==> src/rtl/gpio_irq_pkg.sv <==
package gpio_irq_pkg;
    localparam int MAX_PINS = 32;

    typedef enum logic [3:0] {
        W_VAL  = 4'd0,
        W_DIR  = 4'd1,
        W_IEN  = 4'd2,
        W_STAT = 4'd3,
        W_PEND = 4'd4,
        W_CLR  = 4'd5,
        W_ESEL = 4'd6,
        W_POL  = 4'd7,
        W_VER  = 4'd8,
        W_BOTH = 4'd9
    } reg_word_e;

    typedef struct packed {
        logic [MAX_PINS-1:0] outv;
        logic [MAX_PINS-1:0] dir;
        logic [MAX_PINS-1:0] ien;
        logic [MAX_PINS-1:0] status;
        logic [MAX_PINS-1:0] esel;
        logic [MAX_PINS-1:0] pol;
        logic [MAX_PINS-1:0] both;
    } gpio_state_t;
endpackage

==> src/rtl/gpio_sync2.sv <==
module gpio_sync2 #(
    parameter int W = 32
) (
    input  logic         clk,
    input  logic         rst_n,
    input  logic [W-1:0] async_i,
    output logic [W-1:0] sync_o
);
    logic [W-1:0] s1_q, s2_q;

    always_ff @(posedge clk or negedge rst_n) begin
        if (!rst_n) begin
            s1_q <= '0;
            s2_q <= '0;
        end else begin
            s1_q <= async_i;
            s2_q <= s1_q;
        end
    end

    assign sync_o = s2_q;
endmodule

==> src/rtl/gpio_trig_detect.sv <==
module gpio_trig_detect #(
    parameter int W = 32
) (
    input  logic         clk,
    input  logic         rst_n,
    input  logic [W-1:0] lvl_i,
    input  logic [W-1:0] edge_mode_i,
    input  logic [W-1:0] sense_i,
    input  logic [W-1:0] dual_i,
    output logic [W-1:0] evt_o
);
    logic [W-1:0] prev_q;

    always_ff @(posedge clk or negedge rst_n) begin
        if (!rst_n) prev_q <= '0;
        else        prev_q <= lvl_i;
    end

    for (genvar i = 0; i < W; i++) begin : g_pin
        logic rise, fall, lvl_hit, edge_hit;
        always_comb begin
            rise     = lvl_i[i] & ~prev_q[i];
            fall     = ~lvl_i[i] & prev_q[i];
            lvl_hit  = sense_i[i] ? lvl_i[i] : ~lvl_i[i];
            edge_hit = dual_i[i] ? (rise | fall) : (sense_i[i] ? rise : fall);
            evt_o[i] = edge_mode_i[i] ? edge_hit : lvl_hit;
        end
    end
endmodule

==> src/rtl/gpio_irq_ctrl.sv <==
module gpio_irq_ctrl
    import gpio_irq_pkg::*;
#(
    parameter int          NPINS   = 16,
    parameter logic [31:0] VERSION = 32'd3
) (
    input  logic             clk,
    input  logic             rst_n,
    input  logic [3:0]       bus_word,
    input  logic             bus_we,
    input  logic [31:0]      bus_wdata,
    output logic [31:0]      bus_rdata,
    input  logic [NPINS-1:0] pin_in,
    output logic [NPINS-1:0] pin_out,
    output logic [NPINS-1:0] pin_oe,
    output logic             irq
);
    localparam logic [MAX_PINS-1:0] PIN_MASK =
        (NPINS >= MAX_PINS) ? {MAX_PINS{1'b1}} : ((32'd1 << NPINS) - 32'd1);

    gpio_state_t r_d, r_q;

    logic [NPINS-1:0]    sync_lvl, evt;
    logic [MAX_PINS-1:0] sync_x, evt_x, clr_mask, wmask;
    logic [NPINS-1:0]    stat_w, ien_w;

    gpio_sync2 #(.W(NPINS)) u_sync (
        .clk     (clk),
        .rst_n   (rst_n),
        .async_i (pin_in),
        .sync_o  (sync_lvl)
    );

    gpio_trig_detect #(.W(NPINS)) u_det (
        .clk         (clk),
        .rst_n       (rst_n),
        .lvl_i       (sync_lvl),
        .edge_mode_i (r_q.esel[NPINS-1:0]),
        .sense_i     (r_q.pol[NPINS-1:0]),
        .dual_i      (r_q.both[NPINS-1:0]),
        .evt_o       (evt)
    );

    always_comb begin
        sync_x = '0;
        sync_x[NPINS-1:0] = sync_lvl;
        evt_x = '0;
        evt_x[NPINS-1:0] = evt;
    end

    // next-state process
    always_comb begin
        r_d      = r_q;
        wmask    = bus_wdata & PIN_MASK;
        clr_mask = '0;
        if (bus_we) begin
            case (reg_word_e'(bus_word))
                W_VAL:   r_d.outv = wmask;
                W_DIR:   r_d.dir  = wmask;
                W_IEN:   r_d.ien  = wmask;
                W_CLR:   clr_mask = wmask;
                W_ESEL:  r_d.esel = wmask;
                W_POL:   r_d.pol  = wmask;
                W_BOTH:  r_d.both = wmask;
                default: ;
            endcase
        end
        // a fresh event outranks a clear on the same edge
        r_d.status = (r_q.status & ~clr_mask) | evt_x;
    end

    always_ff @(posedge clk or negedge rst_n) begin
        if (!rst_n) begin
            r_q.outv   <= '0;
            r_q.dir    <= PIN_MASK;
            r_q.ien    <= '0;
            r_q.status <= '0;
            r_q.esel   <= PIN_MASK;
            r_q.pol    <= PIN_MASK;
            r_q.both   <= '0;
        end else begin
            r_q <= r_d;
        end
    end

    always_comb begin
        case (reg_word_e'(bus_word))
            W_VAL:   bus_rdata = sync_x;
            W_DIR:   bus_rdata = r_q.dir;
            W_IEN:   bus_rdata = r_q.ien;
            W_STAT:  bus_rdata = r_q.status;
            W_PEND:  bus_rdata = r_q.status & r_q.ien;
            W_ESEL:  bus_rdata = r_q.esel;
            W_POL:   bus_rdata = r_q.pol;
            W_VER:   bus_rdata = VERSION;
            W_BOTH:  bus_rdata = r_q.both;
            default: bus_rdata = '0;
        endcase
    end

    assign pin_out = r_q.outv[NPINS-1:0];
    assign pin_oe  = ~r_q.dir[NPINS-1:0];
    assign irq     = |(r_q.status & r_q.ien);
    assign stat_w  = r_q.status[NPINS-1:0];
    assign ien_w   = r_q.ien[NPINS-1:0];
endmodule

==> config.mk <==
export PLATFORM = sky130hd
export DESIGN_NAME = gpio_irq_ctrl
export DESIGN_NICKNAME = d
export VERILOG_FILES = /design/src/rtl/gpio_irq_pkg.sv /design/src/rtl/gpio_sync2.sv /design/src/rtl/gpio_trig_detect.sv /design/src/rtl/gpio_irq_ctrl.sv
export SDC_FILE = /design/constraint.sdc
export NUM_CORES = 1
export LEC_CHECK = 0
export CORE_ASPECT_RATIO = 0.8
export CORE_MARGIN = 2
export CORE_UTILIZATION = 30
export CTS_CLUSTER_DIAMETER = 60
export CTS_CLUSTER_SIZE = 25
export DETAILED_ROUTE_END_ITERATION = 7
export DONT_BUFFER_PORTS = 1
export SLEW_MARGIN = 20
export SYNTH_ARGS = -nofsm -noshare
export SYNTH_HDL_FRONTEND = slang
export SYNTH_SLANG_ARGS = --single-unit
==> constraint.sdc <==
create_clock -name clk -period 3.35 [get_ports clk]
set_input_delay 0.335 -clock clk [delete_from_list [all_inputs] [get_ports clk]]
set_output_delay 0.335 -clock clk [all_outputs]
set_load 0.01 [all_outputs]
==> results.json <==
{
  "drtIter0Drc": 423,
  "async_flop_share_pct": 100,
  "r2r_end": "r_q[105]",
  "place_area_mm2": 0.00811,
  "io_buffer_count": 0,
  "final.min_clock_period_ps": 2310,
  "grt_max_degree": 161,
  "synth_top_area_share_pct": 35.2,
  "syn_area_mm2": 0.00795,
  "cp_slowest_cell": "and2_1",
  "cts_max_level": 4,
  "r2r_slack_ps": 1930,
  "num_io_pins": 120,
  "setup_tns_ps": 0,
  "first_pass_iters": 5,
  "grt_pass1_wl_um": 31700,
  "final_common_cell": "dfrtp_1",
  "skew_ps": 9.21,
  "hold_ws_ps": -395,
  "drive_above_1_share_pct": 23.1,
  "hold_viol_final": 160,
  "setup_viol": 0,
  "cellPowerDensity_mw_per_mm2": 593,
  "final_cells": 1079,
  "slowest_delay_ps": 610,
  "cap_violations": 0,
  "vdd_drop_max_mv": 0.391,
  "worst_slew_pin_slew_ps": 856,
  "vias": 5238,
  "synth_top_area_cell": "dfrtp_1",
  "fin_area_mm2": 0.00884,
  "clock_latency_ps": 440,
  "setup_ws_ps": 1040,
  "grtUsageTotal_pct": 15.4,
  "outcome": "complete, but fails checks",
  "clockBufferDepth": 2,
  "p_total_mw": 5.24,
  "yosys_most_used_dff": "dfrtp_1",
  "place_congestion": 0.786,
  "remaining_drc_errors": 0,
  "core-area_mm2": 0.0262,
  "ys_types": 54,
  "yosys-top-cells-area": "dfrtp_1, dfstp_2, mux2_2",
  "placed_cells": 1031,
  "yosysWarningCount": 0,
  "area_growth_pct": 11.2,
  "syn_inst": 714,
  "slew_headroom_pct": 42.8,
  "path_cells": "nor3b_4, and2_1, buf_4, a222oi_1, o211ai_1",
  "drt-vias-per-instance": 4.85,
  "cts_root_buffer": "clkbuf_16",
  "clk_pin_slew_worst_paths_ps": 60,
  "cts_tree": "done",
  "required_ps": 3010,
  "routed_wl_um": 20600,
  "ant_nets": 0,
  "startpoint_type": "primary input",
  "rsz0062_at_grt": "false",
  "p_leak_nw": 3.87,
  "rr_startpoint": "u_sync.sync_o[9]",
  "max_freq_mhz": 434,
  "antenna_cells": 0,
  "grt_pass1_vias": 5180,
  "pre_cts_ws_ps": 1050,
  "crit_arrival_ps": 1970,
  "fin_crit_sh_pct": 68.8,
  "layout_common_cells": "dfrtp_1, nand2_1, o21ai_0",
  "overflow": 0,
  "worstPathMaxFanout": 29,
  "yosys_register_bits": 160,
  "final_core_util_pct": 33.7,
  "post-dp-hpwl_um": 14000,
  "cts_buffers": 17,
  "critPathTopFamily": "simple AND/OR/NAND/NOR gates",
  "cts_hold_buf": 16,
  "synth_edf_count": 0,
  "clock_sink_count": 160,
  "min_path_type": "in -> async",
  "path_buf_inv": 1,
  "critPathCaptureType": "primary output",
  "routedWlPerCell_um": 19.1,
  "maxSlewViolCount": 0,
  "path_class": "in -> out",
  "fp.dieW_um": 186,
  "num_rows": 53,
  "seq_area_frac_synth_pct": 51.1,
  "die_y_um": 150,
  "ff2ff_path_depth": 5,
  "die_area_mm2": 0.0278,
  "violations": "hold timing",
  "initial_core_util_pct": 30.4,
  "avgSynthCellArea_um2": 11.1,
  "nets": 796,
  "antenna_found_initial": 0
}
[where the power goes]
part	internal, mW	switching (mW)
logic	0.359	0.339
registers	2.32	0.321
clock network	1.05	0.849
total	3.74	1.51
[cells in the mapped netlist (all sizes together), types with 2 or more instances]
cell / n
o221ai: 2
nand3: 9
a21o: 4
a221oi: 12
a32oi: 4
buf: 49
xor2: 16
ha: 32
and3b: 2
clkbuf: 14
dfrtp: 112
mux2: 67
a22o: 14
inv: 68
and2: 3
o211ai: 37
nor3: 4
nor2b: 2
a22oi: 2
nor4b: 2
nand3b: 3
a222oi: 9
o21ai: 71
mux2i: 5
nor2: 5
or3b: 6
a21oi: 8
nor3b: 4
dfstp: 48
nand2: 88
[logic make-up (layout without fill, tap and decap cells)]
| logic type | count (synthesis) | after routing | share of synthesized area [%] |
|---|---|---|---|
| other | 1 | 16 | 0.0472 |
| DFF | 160 | 160 | 51.1 |
| buffers and inverters | 131 | 124 | 8.36 |
| xor gates and xnor gates | 16 | 16 | 1.76 |
| and+or+nand+nor | 133 | 133 | 8.69 |
| AOI/OAI and AO/OA | 168 | 168 | 14.2 |
| muxes | 73 | 73 | 10.8 |
| adders and majority gates | 32 | 32 | 5.04 |
[layer usage]
layer | vias to the layer above | routed length [um] | track usage [%]
met5 | - | 0 | 0
met4 | 0 | 312 | 4.88
met3 | 20 | 1450 | 4.82
met2 | 139 | 9320 | 23.0
met1 | 2626 | 9490 | 21.1
li1 | 2453 | - | -
[area by class of cell]
cell class	count	area (um2)
inverters	68	255
multi-input cells	438	3290
fillers	2582	17400
well taps	357	447
repair buffers	24	220
clock inverters	13	125
clock buffers	19	443
flip-flops and latches	160	4060
[worst max-delay path by stage]
stage	slack [ps]	to	startpoint	cells past startpoint
after detailed placement	1050	bus_rdata[11]	bus_word[1]	5
after CTS	1050	bus_rdata[11]	bus_word[1]	5
after global routing	1010	bus_rdata[9]	bus_word[1]	5
after global placement	1080	bus_rdata[11]	bus_word[1]	5
final	1040	bus_rdata[11]	bus_word[1]	5
after floorplan	1460	bus_rdata[13]	bus_word[0]	5
[sequential cells by signal, summed over array words and instances, names as in the netlist]
name and flops:
u_sync.s1_q 16, pin_out 16, ien_w 16, r_q 80, u_sync.sync_o 16, u_det.prev_q 16
[what timing repair did]
item / in CTS / in global routing
hold endpoints to repair: 176 / 160
resized for setup: 0 / 0
buffers inserted: 0 / 0
No activity file was read; power rests on OpenSTA's default activity.
